===== config.mk =====
export PLATFORM = sky130hd
export DESIGN_NAME = useq_sequencer
export DESIGN_NICKNAME = d
export VERILOG_FILES = /design/src/rtl/useq_pkg.sv /design/src/rtl/useq_decode.sv /design/src/rtl/useq_pc.sv /design/src/rtl/useq_counter.sv /design/src/rtl/useq_sequencer.sv
export SDC_FILE = /design/constraint.sdc
export NUM_CORES = 1
export LEC_CHECK = 0
export ABC_AREA = 1
export BUFFER_PORTS_ARGS = -buffer_cell sky130_fd_sc_hd__buf_2
export CAP_MARGIN = 10
export CORE_MARGIN = 1.5
export CORE_UTILIZATION = 51
export DETAILED_ROUTE_END_ITERATION = 8
export PLACE_DENSITY = 0.81
export SLEW_MARGIN = 20
export SYNTH_ARGS = -nofsm -noshare
export SYNTH_HDL_FRONTEND = slang
export SYNTH_SLANG_ARGS = --single-unit
export TNS_END_PERCENT = 5

===== constraint.sdc =====
create_clock -name clk_i -period 1.55 [get_ports clk_i]
set_input_delay 0.155 -clock clk_i [delete_from_list [all_inputs] [get_ports clk_i]]
set_output_delay 0.155 -clock clk_i [all_outputs]
set_load 0.005 [all_outputs]

===== src/rtl/useq_pkg.sv =====
package useq_pkg;

  localparam int BYTE_W   = 8;
  localparam int CC_W     = 6;
  localparam int COND_N   = 1 << CC_W;
  localparam int PFIELD_W = 3;

  localparam logic [BYTE_W-1:0] OP_CONST   = 8'o150;
  localparam logic [BYTE_W-1:0] OP_CNT_LD  = 8'o051;
  localparam logic [BYTE_W-1:0] OP_CNT_INC = 8'o052;
  localparam logic [BYTE_W-1:0] OP_CNT_DEC = 8'o053;
  localparam logic [CC_W-1:0]   CC_CALL    = 6'o13;
  localparam logic [CC_W-1:0]   CC_RET     = 6'o14;

  typedef enum logic [1:0] {K_SINGLE, K_FAR, K_CONST, K_BRANCH} kind_e;
  typedef enum logic [2:0] {C_HOLD, C_LOAD, C_INC, C_DEC, C_SAVE} cnt_cmd_e;
  typedef enum logic {PH_OPC, PH_ARG} phase_e;

  function automatic kind_e classify(input logic [BYTE_W-1:0] b);
    if (b[7])                   return K_BRANCH;
    else if (b[7:3] == 5'b01000) return K_FAR;
    else if (b == OP_CONST)      return K_CONST;
    else                         return K_SINGLE;
  endfunction

endpackage


===== src/rtl/useq_decode.sv =====
module useq_decode
  import useq_pkg::*;
(
  input  phase_e              phase,
  input  logic [BYTE_W-1:0]   rom_byte,
  input  logic [BYTE_W-1:0]   op_q,
  input  logic [COND_N-1:0]   cond_vec,
  output kind_e               fetch_kind,
  output logic                fire_single,
  output logic                br_jump,
  output logic                br_ret,
  output cnt_cmd_e            cnt_cmd
);

  logic            arg_branch;
  logic [CC_W-1:0] cc;
  logic            sense;
  logic            is_call;
  logic            is_ret;

  always_comb begin
    fetch_kind  = classify(rom_byte);
    fire_single = (phase == PH_OPC) && (fetch_kind == K_SINGLE);
    cc          = op_q[CC_W-1:0];
    sense       = op_q[6];
    arg_branch  = (phase == PH_ARG) && (classify(op_q) == K_BRANCH);
    is_call     = arg_branch && (cc == CC_CALL);
    is_ret      = arg_branch && (cc == CC_RET);
    br_ret      = is_ret;
    br_jump     = is_call || (arg_branch && !is_ret && (cond_vec[cc] == sense));

    cnt_cmd = C_HOLD;
    if (is_call) begin
      cnt_cmd = C_SAVE;
    end else if (fire_single) begin
      case (rom_byte)
        OP_CNT_LD:  cnt_cmd = C_LOAD;
        OP_CNT_INC: cnt_cmd = C_INC;
        OP_CNT_DEC: cnt_cmd = C_DEC;
        default:    cnt_cmd = C_HOLD;
      endcase
    end
  end

endmodule


===== src/rtl/useq_pc.sv =====
module useq_pc
  import useq_pkg::*;
#(
  parameter int PAGE_W = 3
) (
  input  logic              clk_i,
  input  logic              rst_n,
  input  phase_e            phase,
  input  logic [BYTE_W-1:0] op_q,
  input  logic [BYTE_W-1:0] rom_byte,
  input  logic              br_jump,
  input  logic              br_ret,
  input  logic [BYTE_W-1:0] cnt_q,
  output logic [PAGE_W-1:0] page_q,
  output logic [BYTE_W-1:0] pos_q
);

  logic [PAGE_W-1:0] far_page;
  logic [PAGE_W-1:0] page_d;
  logic [BYTE_W-1:0] pos_d;

  generate
    if (PAGE_W > PFIELD_W) begin : g_wide
      assign far_page = {{(PAGE_W-PFIELD_W){1'b0}}, op_q[PFIELD_W-1:0]};
    end else begin : g_narrow
      assign far_page = op_q[PAGE_W-1:0];
    end
  endgenerate

  always_comb begin
    page_d = page_q;
    pos_d  = pos_q + 8'd1;
    if (phase == PH_ARG) begin
      case (classify(op_q))
        K_FAR: begin
          page_d = far_page;
          pos_d  = rom_byte;
        end
        K_BRANCH: begin
          if (br_ret)       pos_d = cnt_q;
          else if (br_jump) pos_d = rom_byte;
        end
        default: ;
      endcase
    end
  end

  always_ff @(posedge clk_i or negedge rst_n) begin
    if (!rst_n) begin
      page_q <= '0;
      pos_q  <= '0;
    end else begin
      page_q <= page_d;
      pos_q  <= pos_d;
    end
  end

endmodule


===== src/rtl/useq_counter.sv =====
module useq_counter
  import useq_pkg::*;
(
  input  logic              clk_i,
  input  logic              rst_n,
  input  cnt_cmd_e          cmd,
  input  logic [BYTE_W-1:0] bus,
  input  logic [BYTE_W-1:0] save_val,
  output logic [BYTE_W-1:0] cnt_q
);

  logic [BYTE_W-1:0] cnt_d;
  logic              cnt_en;

  always_comb begin
    cnt_en = (cmd != C_HOLD);
    case (cmd)
      C_LOAD:  cnt_d = bus;
      C_INC:   cnt_d = cnt_q + 8'd1;
      C_DEC:   cnt_d = cnt_q - 8'd1;
      C_SAVE:  cnt_d = save_val;
      default: cnt_d = cnt_q;
    endcase
  end

  always_ff @(posedge clk_i or negedge rst_n) begin
    if (!rst_n)      cnt_q <= '0;
    else if (cnt_en) cnt_q <= cnt_d;
  end

endmodule


===== src/rtl/useq_sequencer.sv =====
module useq_sequencer
  import useq_pkg::*;
#(
  parameter int PAGE_W = 3,
  localparam int ADDR_W = PAGE_W + BYTE_W
) (
  input  logic              clk_i,
  input  logic              rst_ni,
  output logic [ADDR_W-1:0] rom_addr_o,
  input  logic [BYTE_W-1:0] rom_data_i,
  input  logic [COND_N-1:0] cond_i,
  input  logic [BYTE_W-1:0] bus_i,
  output logic [BYTE_W-1:0] lit_o,
  output logic [BYTE_W-1:0] cnt_o,
  output logic              op_stb_o,
  output logic [BYTE_W-1:0] op_code_o
);

  logic rst_meta, rst_sync;

  always_ff @(posedge clk_i or negedge rst_ni) begin
    if (!rst_ni) begin
      rst_meta <= 1'b0;
      rst_sync <= 1'b0;
    end else begin
      rst_meta <= 1'b1;
      rst_sync <= rst_meta;
    end
  end

  phase_e            phase_q, phase_d;
  logic [BYTE_W-1:0] op_q, lit_q, code_q;
  logic              stb_q;
  logic              op_en, lit_en;

  kind_e             fetch_kind;
  logic              fire_single, br_jump, br_ret;
  cnt_cmd_e          cnt_cmd;
  logic [PAGE_W-1:0] page_q;
  logic [BYTE_W-1:0] pos_q;
  logic [BYTE_W-1:0] cnt_q;

  useq_decode u_dec (
    .phase       (phase_q),
    .rom_byte    (rom_data_i),
    .op_q        (op_q),
    .cond_vec    (cond_i),
    .fetch_kind  (fetch_kind),
    .fire_single (fire_single),
    .br_jump     (br_jump),
    .br_ret      (br_ret),
    .cnt_cmd     (cnt_cmd)
  );

  useq_pc #(.PAGE_W(PAGE_W)) u_pc (
    .clk_i    (clk_i),
    .rst_n    (rst_sync),
    .phase    (phase_q),
    .op_q     (op_q),
    .rom_byte (rom_data_i),
    .br_jump  (br_jump),
    .br_ret   (br_ret),
    .cnt_q    (cnt_q),
    .page_q   (page_q),
    .pos_q    (pos_q)
  );

  useq_counter u_cnt (
    .clk_i    (clk_i),
    .rst_n    (rst_sync),
    .cmd      (cnt_cmd),
    .bus      (bus_i),
    .save_val (pos_q + 8'd1),
    .cnt_q    (cnt_q)
  );

  always_comb begin
    op_en   = (phase_q == PH_OPC) && (fetch_kind != K_SINGLE);
    lit_en  = (phase_q == PH_ARG);
    phase_d = op_en ? PH_ARG : PH_OPC;
  end

  always_ff @(posedge clk_i or negedge rst_sync) begin
    if (!rst_sync) begin
      phase_q <= PH_OPC;
      op_q    <= '0;
      lit_q   <= '0;
      stb_q   <= 1'b0;
      code_q  <= '0;
    end else begin
      phase_q <= phase_d;
      stb_q   <= fire_single;
      if (op_en)       op_q   <= rom_data_i;
      if (lit_en)      lit_q  <= rom_data_i;
      if (fire_single) code_q <= rom_data_i;
    end
  end

  assign rom_addr_o = {page_q, pos_q};
  assign lit_o      = lit_q;
  assign cnt_o      = cnt_q;
  assign op_stb_o   = stb_q;
  assign op_code_o  = code_q;

endmodule


Word-level counts from Yosys, hierarchy flattened
Index checks and enable logic that the tools add are counted.
{"block": "op_classes", "n_addsub": 3, "order_cmp": 1, "n_eq_ne": 17, "muxes": 18, "n_bitwise": 1, "reduce_logical": 15}
{"cell": "$pmux W8 S4", "count": 1}
{"cell": "$eq A8 B6 Y1 const B", "count": 3}
{"cell": "$mux W8", "count": 3}
{"cell": "$add A8 B1 Y8 const B", "count": 2}
{"cell": "$eq A8 B7 Y1 const B", "count": 2}
{"cell": "$pmux W8 S2", "count": 1}
{"cell": "$mux W2", "count": 7}
{"cell": "$eq A6 B4 Y1 const B", "count": 2}
{"cell": "$eq A5 B4 Y1 const B", "count": 2}
{"cell": "$sub A8 B1 Y8 const B", "count": 1}
{"cell": "$logic_and A1 B1 Y1", "count": 7}
{"cell": "$lt A6 B7 Y1 const B", "count": 1}
{"cell": "$bmux W1 S6", "count": 1}
{"cell": "$eq A3 B2 Y1 const B", "count": 2}
{"cell": "$mux W3", "count": 2}
{"cell": "$pmux W2 S3", "count": 1}
{"cell": "$eq A2 B2 Y1 const B", "count": 2}
{"cell": "$reduce_and A2 Y1", "count": 2}
{"cell": "$reduce_bool A4 Y1", "count": 1}
{"cell": "$eq A3 B1 Y1 const B", "count": 1}
{"cell": "$eq A3 B3 Y1 const B", "count": 1}
{"cell": "$reduce_bool A3 Y1", "count": 1}
{"cell": "$eq A2 B1 Y1 const B", "count": 1}
{"cell": "$logic_not A2 Y1", "count": 1}
{"cell": "other kinds (6)", "count": 7}
{"block": "word_totals", "register_bits": 47, "input_bits": 82, "out_inout_bits": 36}

Longest topological paths before layout
Gate-level depths: netlist (run 1).
{"block": "depth", "ltp_word": 15, "ltp_mapped": 21, "ltp_nobuf": 21}

Cells and area by module
From an unflattened synthesis (run 1), not the netlist that was laid out.
{"block": "unflattened", "cells_unflattened": 624, "area_unflattened_um2": 3854.9}
{"mod": "useq_sequencer", "n_inst": 1, "cells_each": 117, "area_per_inst_um2": 1164.9}
{"mod": "useq_decode", "n_inst": 1, "cells_each": 234, "area_per_inst_um2": 1033.5}
{"mod": "useq_pc", "n_inst": 1, "cells_each": 140, "area_per_inst_um2": 864.6}
{"mod": "useq_counter", "n_inst": 1, "cells_each": 133, "area_per_inst_um2": 792.0}

Worst setup path after synthesis (run 1)
Ideal clock, no wire load.
{"block": "synth_path", "kind": "flip-flop to flip-flop", "startpoint": "register phase_q, in the netlist lit_en", "endpoint": "register u_cnt.cnt_q[7]", "setup_ns": 0.077, "arrival_ns": 2.592, "required_ns": 1.473, "path_slack_ns": -1.120, "path_stages_with_launch": 17, "path_buffers": 0, "path_cell_list": "dfrtp_1 > inv_1 > nand2_4 > nor2_1 > inv_1 > nor2_1 > ha_1 > a21oi_1 > nand2_1 > a21o_1 > a21oi_1 > nor2_1 > o21ai_0 > nand2_1 > xor2_1 > nand2_1 > a21oi_1"}
{"block": "synth_via", "elab_chain_len": 7, "word_cells_on_any_way": 14, "classes_between": "eq/ne: 4; mux: 3; bitwise: 1; reduce/logical: 6"}
{"item": "start: declaration", "line": "useq_sequencer.sv:31", "text": "phase_e phase_q, phase_d;"}
{"item": "start signal: assignment", "line": "useq_sequencer.sv:91", "text": "phase_q <= phase_d;"}
{"item": "$not A1 Y1", "line": "useq_decode.sv:23", "text": "fire_single = (phase == PH_OPC) && (fetch_kind == K_SINGLE);"}
{"item": "$logic_and A1 B1 Y1", "line": "useq_decode.sv:23"}
{"item": "$mux W3", "line": "useq_decode.sv:35", "text": "end else if (fire_single) begin"}
{"item": "$mux W3 (*)", "line": "useq_decode.sv:33", "text": "if (is_call) begin"}
{"item": "$eq A3 B1 Y1, or another cell as far along", "line": "useq_counter.sv:17", "text": "case (cmd)"}
{"item": "$reduce_bool A4 Y1 (no source line)"}
{"item": "$reduce_and A2 Y1 (no source line)"}
{"item": "end signal: assignment", "line": "useq_counter.sv:28", "text": "else if (cnt_en) cnt_q <= cnt_d;"}
{"item": "end: declaration", "line": "useq_counter.sv:9", "text": "output logic [BYTE_W-1:0] cnt_q"}
Mark *: on every way between the ends. The rest lies on a longest branch, timed or not.
A chain may end at the register's enable or synchronous reset.

Worst setup path after layout (run 1)
Ends and elaborated chain as after synthesis.

==> summary.txt, run 1 <==
Outcome
  • Status: finished, violations left
  • Failing checks: negative setup slack

Placed design
  • Detailed Place HPWL: 7870 um
  • Port Buffers: 117
  • Placed insts: 757
  • Pre-CTS WS: -1.03 ns
  • Placed instance area: 4550 sq um
  • GP Congestion: 0.973

GRT
  • Via count of the first global-routing pass: 3655
  • GRT overflow: 0
  • Initial antenna violation count: 0
  • First-pass GRT wire length: 16500 um
  • Tot GR Track Use: 28.4%
  • Largest net degree at the start of global routing: 32

Clocking
  • Num CTS Buffers: 5
  • CTS tree: built
  • Clk slew on worst S/H paths: 0.10 ns
  • Clk sinks: 47
  • Latest clock arrival within the worst-skew pair: 0.31 ns
  • CTS root buf: clkbuf_8
  • H-tree depth: 2
  • Bufs on Longest Clock Path: 2

Pwr
  • Power Total: 5.43 mW
  • Power Dens Cells: 1140 nW/um^2
  • Comb power frac: 52.6%
  • Leak pwr: 2.70 nW
  • Clock Power Share: 14.2%
  • Reg power frac: 33.2%
  • Int Pwr: 3.21 mW
  • Net switching power: 2.22 mW
  • Sw Ratio: 40.8%
  • VDD IR max: 0.713 mV

Yosys
  • Post-synth EDFFs: 0
  • Commonest cells post-synth: nand2_1, inv_1, dfrtp_1, nand3_1, nor2_1
  • Flop and latch count out of synthesis: 47
  • Avg Inst Size Synth: 6.75 sq um
  • Cell Area, Synth: 3400 sq um
  • Syn Nets: 594
  • Synth top area cells: dfrtp_1, nand2_1, inv_1
  • Post-Syn Instances: 504
  • Sequential share of the synthesized area: 34.6%
  • Most frequent cell after synthesis: nand2_1
  • Synth warn: 0
  • Cell variety after synth: 40
  • Synth top area share: 34.6%
  • Area leader, netlist: dfrtp_1
  • Post-synth top flop: dfrtp_1
  • Async S/R FF share, synth: 100%

Layout
  • Fin cells: 769
  • Register area: 1180 sq um
  • Area Overhead vs Synth: 39.9%
  • Share of cells above drive strength 1: 35.0%
  • # nets final: 781
  • Design Area, Final: 4760 sq um
  • Final core occ: 74.5%
  • Multi-input gate area: 1910 sq um
  • Number of inserted diodes: 0
  • Fillers: 480

Die
  • Die W: 84.7 um
  • CORE AREA: 6390 sq um
  • Num rows: 29
  • Die Span Y: 84.7 um
  • Die area: 7170 sq um
  • Io pins: 118
  • Initial core utilization: 53.3%

Timing
  • Period utilization: 153%
  • Max Clock Skew: 0.0140 ns
  • Final worst setup slack: -0.819 ns
  • F_max: 422 MHz
  • Hold Fails Final Rpt: 0
  • Setup TNS: -7.72 ns
  • Hold WS: 0.0786 ns
  • Slew Limit Fails: 0
  • RSZ-0062 raised after global routing: yes
  • Fin crit period: 2.37 ns
  • Final setup violation count: 16

Hold path
  • WHS Endpoint: op_q[2]
  • Worst Hold Depth: 3
  • Hold_sp: rom_data_i[2]
  • Hold Crit Class: primary input to register

Setup path
  • R2r endpoint: u_cnt.cnt_q[7]
  • Max FO, Critical Path: 5
  • Req. time, crit path: 1.80 ns
  • Critical path arrival: 2.62 ns
  • Kind of critical path: register to register
  • Startpoint Class: register
  • Reg2reg path depth: 16
  • Crit end category: register
  • Worst R2R Setup Slack: -0.82 ns
  • FF-to-FF Start: lit_en

Route
  • Post-Route WL: 10200 um
  • Routed Antenna Nets: 0
  • Drt pass-1 iters: 6
  • Detailed-route DRC error count: 0
  • Via count: 3936
  • Routed len/inst: 13.3 um
  • Post-DR vias/cell: 5.12
  • Drt initial violations: 373

Run
  • Max Cap Viol: 0
## worst max-delay path, cell delays in order, from the launching register on
cell and delay [ns]:
dfrtp_1 0.40, inv_2 0.08, nand2_4 0.07, nor2_4 0.09, nand2_2 0.08, nor2_4 0.21, ha_1 0.27, nand3_1 0.10
nand2_1 0.08, a21o_1 0.17, a21oi_2 0.15, nor2_1 0.07, o21ai_1 0.12, nand2_1 0.08, xor2_1 0.14, nand2_1 0.08
a21oi_2 0.11
## cells by family (layout without fill, tap and decap cells)
group,after synthesis,in the layout,synth area share [%]
compound gates,77,77,13.3
xor+xnor,11,11,2.83
fa+ha+maj,8,8,3.16
buf+inv,93,281,12.6
flops,47,47,34.6
other cells,1,1,0.110
simple gates,267,267,33.4
## state kept, by name, summed over array words and instances, names as in the netlist
| register | count |
|---|---|
| lit_en | 1 |
| lit_o | 8 |
| op_code_o | 8 |
| op_q | 8 |
| op_stb_o | 1 |
| rst_meta | 1 |
| rst_sync | 1 |
| u_cnt.cnt_q | 8 |
| u_pc.page_q | 3 |
| u_pc.pos_q | 8 |
## timing repair
action,4_1_cts,5_1_grt
setup buffers,1,2
gates cloned,0,0
hold buffers,1,0
setup endpoints to repair,19,19
hold endpoints to repair,2,0
pin swaps,4,7
resized for setup,10,13
## placed cells by master, fill, tap and decap left out, types with 4 or more instances in the layout
| master | instances |
|---|---|
| dfrtp_1 | 45 |
| o21ai_1 | 6 |
| nor2_2 | 4 |
| a21oi_1 | 7 |
| o21ai_0 | 37 |
| nand3_1 | 45 |
| inv_1 | 67 |
| nand2_1 | 160 |
| ha_1 | 5 |
| o22ai_1 | 6 |
| nor2_1 | 39 |
| clkbuf_8 | 5 |
| buf_4 | 75 |
| xor2_1 | 7 |
| inv_2 | 8 |
| o22a_1 | 4 |
| buf_2 | 117 |
| a21oi_2 | 4 |
## routing by layer
| layer | vias up | GRT usage, % | part of all wire (%) |
|---|---|---|---|
| li1 | 1971 | - | - |
| met1 | 1786 | 38.1 | 41 |
| met2 | 162 | 48.1 | 49 |
| met3 | 17 | 4.33 | 8.2 |
| met4 | 0 | 7.77 | 1.5 |
| met5 | - | 0 | 0 |
## cell type report
type / instances / area share (%)
clock buffers: 5 / 1.45
clock inverters: 3 / 0.394
inverters: 78 / 6.36
multi-input cells: 364 / 40.0
flip-flops and latches: 47 / 24.8
well taps: 77 / 2.02
repair buffers: 195 / 25.0
## power groups by stage
stage          clock, mW  sequential (mW)  combinational [mW]
2_1_floorplan          0             1.83                1.57
3_3_place_gp           0             1.79                2.62
3_5_place_dp           0             1.80                2.70
4_1_cts            0.779             1.78                2.76
5_1_grt            0.822             1.83                3.17
6_report           0.772             1.80                2.86
## how the worst max path moves through the flow
stage                              from              to  slack [ns]
after global routing             lit_en  u_cnt.cnt_q[7]       -1.01
after floorplan           rom_data_i[2]  u_cnt.cnt_q[7]       -0.82
final                            lit_en  u_cnt.cnt_q[7]       -0.82
after CTS                        lit_en  u_cnt.cnt_q[7]       -0.73
after detailed placement  rom_data_i[2]  u_cnt.cnt_q[7]       -1.03
after global placement    rom_data_i[2]  u_cnt.cnt_q[7]       -0.91
No activity file was read; power rests on OpenSTA's default activity.
==> run 2, diff against run 1 <==
- clock period: 1.55 -> 2.26 ns (I/O delays scaled with it)
==> run 2 against run 1 <==
  * The flow still finishes with violations (negative setup slack)
  * Largest power group unchanged
  * Global-route usage decreased by 0.41 points
  * Highest routed layer unchanged
  * Clock power fell by 4.1%
  * Non-clock buffer count decreased by 40
  * Sequential cell count unchanged
  * First-iteration DRC count is 36% lower
  * Critical endpoint unchanged
==> summary.txt, run 2 (synthesized netlist as in run 1, its figures left out) <==
Timing
  • Worst-Margin Slew: 0.612 ns
  • Period utilization: 103%
  • RSZ-0062 raised after global routing: yes
  • Setup TNS: -0.132 ns
  • Final worst setup slack: -0.0684 ns
  • Slew Limit Fails: 0
  • Fin crit period: 2.33 ns
  • Hold Fails Final Rpt: 0
  • Final setup violation count: 3
  • Worst slew margin: 59.1%
  • Max Clock Skew: 0.00605 ns
  • F_max: 429 MHz
  • Hold WS: 0.175 ns

Layout
  • Number of inserted diodes: 0
  • Fillers: 553
  • # nets final: 741
  • Design Area, Final: 4460 sq um
  • Most frequent cells in the layout: nand2_1, buf_2, inv_1, nand3_1, dfrtp_1
  • Fin cells: 729
  • Share of cells above drive strength 1: 30.2%
  • Commonest non-fill, non-tap cell in the layout: nand2_1
  • Area Overhead vs Synth: 31.0%

Setup path
  • Slowest cell on crit path: dfrtp_1
  • Req. time, crit path: 2.50 ns
  • Max FO, Critical Path: 5
  • Buf+Inv Stages, Crit Path: 1
  • CP Cell Sequence: inv_2 -> nand2_4 -> nor2_4 -> nand2_2 -> nor2_4 -> ha_4 -> a21oi_2 -> nand2_1 -> a21o_1 -> a21oi_2 -> nor2_1 -> o21ai_1 -> nand2_1 -> xor2_1 -> nand2_1 -> a21oi_2
  • Critical path arrival: 2.57 ns
  • Largest stage delay, worst path: 0.41 ns
  • Startpoint Class: register
  • Crit end category: register
  • Crit-path leading delay family: simple AND/OR/NAND/NOR gates
  • Kind of critical path: register to register

Clocking
  • CTS tree: built
  • Num CTS Buffers: 5
  • H-tree depth: 2
  • CTS root buf: clkbuf_8
  • Clk sinks: 47
  • Latest clock arrival within the worst-skew pair: 0.30 ns
  • Bufs on Longest Clock Path: 2
  • Clk slew on worst S/H paths: 0.09 ns

Die
  • Die Span Y: 84.7 um
  • Die W: 84.7 um
  • CORE AREA: 6390 sq um
  • Initial core utilization: 53.3%
  • Io pins: 118
  • Die area: 7170 sq um
  • Num rows: 29

GRT
  • Via count of the first global-routing pass: 3626
  • Largest net degree at the start of global routing: 46
  • Initial antenna violation count: 0
  • GRT overflow: 0
  • Tot GR Track Use: 28.0%
  • First-pass GRT wire length: 16400 um

Pwr
  • Net switching power: 1.45 mW
  • Power Dens Cells: 831 nW/um^2
  • Reg power frac: 34.2%
  • Comb power frac: 45.8%
  • Leak pwr: 2.51 nW
  • Sw Ratio: 39.1%
  • VDD IR max: 0.457 mV
  • Clock Power Share: 20.0%
  • Power Total: 3.71 mW
  • Int Pwr: 2.26 mW

Route
  • Routed len/inst: 13.3 um
  • Via count: 3799
  • Routed Antenna Nets: 0
  • Post-Route WL: 9690 um
  • Post-DR vias/cell: 5.21
  • Detailed-route DRC error count: 0
  • Drt initial violations: 238
  • Drt pass-1 iters: 4

Outcome
  • Status: finished, violations left
  • Failing checks: negative setup slack

Placed design
  • Port Buffers: 117
  • Detailed Place HPWL: 7400 um
  • Placed instance area: 4250 sq um
  • Placed insts: 717
  • GP Congestion: 0.943

Hold path
  • Hold Crit Class: primary input to register

Run
  • Max Cap Viol: 0
[run 2: cell types whose count changed in the layout (fill, tap and decap cells not counted), moves of 2 or more]
cell,change
buf_4,-40
bufinv_16,+2
clkinv_2,-2
inv_2,+2
inv_6,-2
nor2_2,-2
nor4_4,-2
o21ai_0,+3
o21ai_1,-3
[run 2: final cells by class]
class / count / area (sq um) / area share [%]
Clock buffer: 5 / 68.8 / 1.54
Clock inverter: 3 / 67.6 / 1.52
Inverter: 78 / 298 / 6.68
Multi-Input combinational cell: 364 / 1860 / 41.7
Sequential cell: 47 / 1180 / 26.4
Tap cell: 77 / 96.3 / 2.16
Timing Repair Buffer: 155 / 890 / 20.0
[run 2: final timing paths]
| kind | startpoint | endpoint | slack [ns] | cells past startpoint |
|---|---|---|---|---|
| worst max-delay path | lit_en | u_cnt.cnt_q[7] | -0.07 | 16 |
| worst min-delay path | rom_data_i[2] | op_q[2] | 0.17 | 3 |
| worst max register to register | lit_en | u_cnt.cnt_q[7] | -0.07 | 16 |
| worst min register to register | rst_sync | u_pc.page_q[1] | 0.25 | 1 |
| max in group asynchronous | rst_sync | op_q[1] | 1.81 | 1 |
| min in group asynchronous | rst_ni | rst_sync | 0.23 | 2 |
[run 2: routing by layer]
metal	vias to the layer above	part of all wire (%)	GRT usage [%]	wire, um
met5	-	0	0	0
met4	0	1.7	8.06	164
met3	16	6.6	4.52	644
met2	150	48	46.6	4630
met1	1751	44	38.0	4260
li1	1882	-	-	-
[run 2: repair_timing]
item	4_1_cts	5_1_grt
endpoints found under the setup margin	3	12
resized for setup	5	9
pin swaps	4	6
endpoints found under the hold margin	2	0
setup buffers	2	1
hold buffers	1	0
[run 2: worst register-to-register path: stages, from the launching register on]
cell and delay [ns]:
dfrtp_1 0.41, inv_2 0.09, nand2_4 0.08, nor2_4 0.10, nand2_2 0.07, nor2_4 0.20
ha_4 0.24, a21oi_2 0.12, nand2_1 0.08, a21o_1 0.18, a21oi_2 0.16, nor2_1 0.07
o21ai_1 0.11, nand2_1 0.07, xor2_1 0.12, nand2_1 0.08, a21oi_2 0.11
[run 2: through the flow]
stage / util (%) / worst slack [ns]
2_1_floorplan: - / -0.202
3_3_place_gp: 66.5 / -0.299
3_5_place_dp: 66.5 / -0.377
4_1_cts: 69.2 / -0.0381
5_1_grt: 69.8 / -0.317
6_report: 69.8 / -0.0684
[run 2: power groups by stage]
stage	clock [mW]	combinational, mW	sequential (mW)
6_report	0.740	1.70	1.27
5_1_grt	0.779	1.91	1.29
4_1_cts	0.749	1.65	1.26
3_5_place_dp	0	1.62	1.28
3_3_place_gp	0	1.57	1.27
2_1_floorplan	0	1.07	1.25
==> run 3, diff against run 2 <==
- CORE_UTILIZATION: 51 -> 52
- CTS_BUF_LIST: unset -> sky130_fd_sc_hd__clkbuf_8
- PLACE_DENSITY: 0.81 -> 0.83
==> run 3 against run 2 <==
  * Sequential share of layout area is 0.28 points lower
  * Largest power group unchanged
  * Combinational power hardly changed
  * Non-clock buffer count is 4 higher
  * Sequential power hardly changed
  * Utilization is 1.1 points higher
  * Cell count is 0.55% higher
  * Critical endpoint is now u_cnt.cnt_q[6]
  * First-iteration DRC count is 35% higher
  * Die area is 1.9% lower
  * Highest routed layer unchanged
  * Clock skew is 0.0057 ns higher
  * Hold slack worse by 0.026 ns
  * Sequential cell count stayed put
  * The flow still finishes with violations (negative setup slack)
  * Clock power is 19% lower
==> summary.txt, run 3 (synthesized netlist as in run 1, its figures left out) <==
Die
  • Initial core utilization: 53.6%
  • Num rows: 29
  • Die Span Y: 83.9 um
  • CORE AREA: 6350 sq um
  • Io pins: 118
  • Die W: 83.9 um
  • Die area: 7040 sq um

Timing
  • F_max: 427 MHz
  • Setup TNS: -0.222 ns
  • Fin crit period: 2.34 ns
  • Worst-Margin Slew: 0.649 ns
  • Final setup violation count: 3
  • Final worst setup slack: -0.0807 ns
  • RSZ-0062 raised after global routing: yes
  • Period utilization: 104%
  • Max Clock Skew: 0.0118 ns
  • Hold Fails Final Rpt: 0
  • Slew Limit Fails: 0
  • Worst slew margin: 56.6%

GRT
  • First-pass GRT wire length: 17200 um
  • GRT overflow: 0
  • Tot GR Track Use: 30.0%
  • Initial antenna violation count: 0
  • Largest net degree at the start of global routing: 33
  • Via count of the first global-routing pass: 3844

Hold path
  • Hold_sp: rom_data_i[2]
  • WHS Endpoint: op_q[2]
  • Worst Hold Depth: 3
  • Hold Crit Class: primary input to register

Clocking
  • H-tree depth: 2
  • Clk sinks: 47
  • Latest clock arrival within the worst-skew pair: 0.31 ns
  • Num CTS Buffers: 5
  • CTS root buf: clkbuf_8
  • CTS tree: built
  • Clk slew on worst S/H paths: 0.08 ns
  • Bufs on Longest Clock Path: 2

Setup path
  • Kind of critical path: primary input to register
  • Startpoint Class: primary input
  • Req. time, crit path: 2.46 ns
  • R2r endpoint: u_cnt.cnt_q[6]
  • FF-to-FF Start: lit_en
  • Reg2reg path depth: 15
  • Max FO, Critical Path: 4
  • Worst R2R Setup Slack: -0.06 ns
  • Critical path arrival: 2.54 ns
  • Crit end category: register
  • CP startpoint: rom_data_i[5]

Placed design
  • GP Congestion: 0.945
  • Placed insts: 718
  • Detailed Place HPWL: 7640 um
  • Port Buffers: 117

Route
  • Drt initial violations: 321
  • Met1 WL: 4200 um
  • Post-Route WL: 10400 um
  • Routed Antenna Nets: 0
  • DR WL met2: 5030 um
  • Routed len/inst: 14.2 um
  • Post-DR vias/cell: 5.35
  • Max layer used: met4
  • Via count: 3919
  • Drt pass-1 iters: 5
  • Detailed-route DRC error count: 0
  • Met3 WL post-DR: 817 um

Layout
  • Most frequent cells in the layout: nand2_1, buf_2, inv_1, nand3_1, dfrtp_1
  • # nets final: 745
  • Area Overhead vs Synth: 32.4%
  • Fin cells: 733
  • Number of inserted diodes: 0
  • Commonest non-fill, non-tap cell in the layout: nand2_1
  • Share of cells above drive strength 1: 31.3%
  • Fillers: 502
  • Final core occ: 70.9%

Outcome
  • Failing checks: negative setup slack
  • Status: finished, violations left

Pwr
  • Leak pwr: 2.54 nW
  • Power Total: 3.60 mW
  • VDD IR max: 0.501 mV
  • Power Dens Cells: 799 nW/um^2

Run
  • Max Cap Viol: 0
run 3: power breakdown:
part	total, mW	internal (mW)	switching, mW
combinational	1.72	0.774	0.945
clock	0.603	0.322	0.280
sequential	1.28	1.05	0.231
total	3.60	2.14	1.46
run 3: worst max path at each step:
stage,depth (start not counted),slack (ns),endpoint
after floorplan,21,-0.20,u_cnt.cnt_q[7]
after global placement,22,-0.28,u_cnt.cnt_q[7]
after detailed placement,22,-0.45,u_cnt.cnt_q[7]
after CTS,16,-0.01,u_cnt.cnt_q[7]
after global routing,21,-0.27,u_cnt.cnt_q[7]
final,20,-0.08,u_cnt.cnt_q[6]
run 3: repair_timing:
action,4_1_cts,5_1_grt
setup endpoints to repair,2,13
hold buffers,1,0
buffers inserted,5,1
pin swaps,6,5
gates resized for setup,13,11
hold endpoints to repair,2,0
run 3: stage by stage:
stage               hold WS, ns  instance area, sq um  worst slack [ns]
floorplan               -0.0696                  3430            -0.202
global placement         0.0122                  4260            -0.280
detailed placement       0.0131                  4260            -0.453
global route              0.162                  4500            -0.273
finish                    0.148                  4500           -0.0807
CTS                       0.182                  4450          -0.00982
run 3: layout make-up:
cell class	instances	area, sq um	area share [%]
well taps	77	96.3	2.14
flip-flops and latches	47	1180	26.1
clock buffers	5	68.8	1.53
inverters	78	298	6.61
clock inverters	3	37.5	0.833
repair buffers	159	937	20.8
multi-input cells	364	1890	41.9
run 3: layer usage:
metal  global-route usage (%)  up-vias
met5                        0        -
met4                     12.5        0
met3                     4.45       43
met2                     51.7      193
met1                     37.5     1785
li1                         -     1898
run 3: worst max-delay path, stage by stage:
cell and delay (ns):
buf_4 0.12, nand2_2 0.06, nor2_2 0.04, inv_2 0.06, nor3_2 0.04, o21ai_2 0.21
nand2_4 0.10, nor2_4 0.13, inv_2 0.06, nor2_4 0.15, buf_4 0.16, ha_4 0.21
a21oi_2 0.20, o21ai_2 0.11, a21o_1 0.18, a21oi_2 0.13, xor2_1 0.15, nor2_1 0.05
nor2_1 0.09, nor2_1 0.05
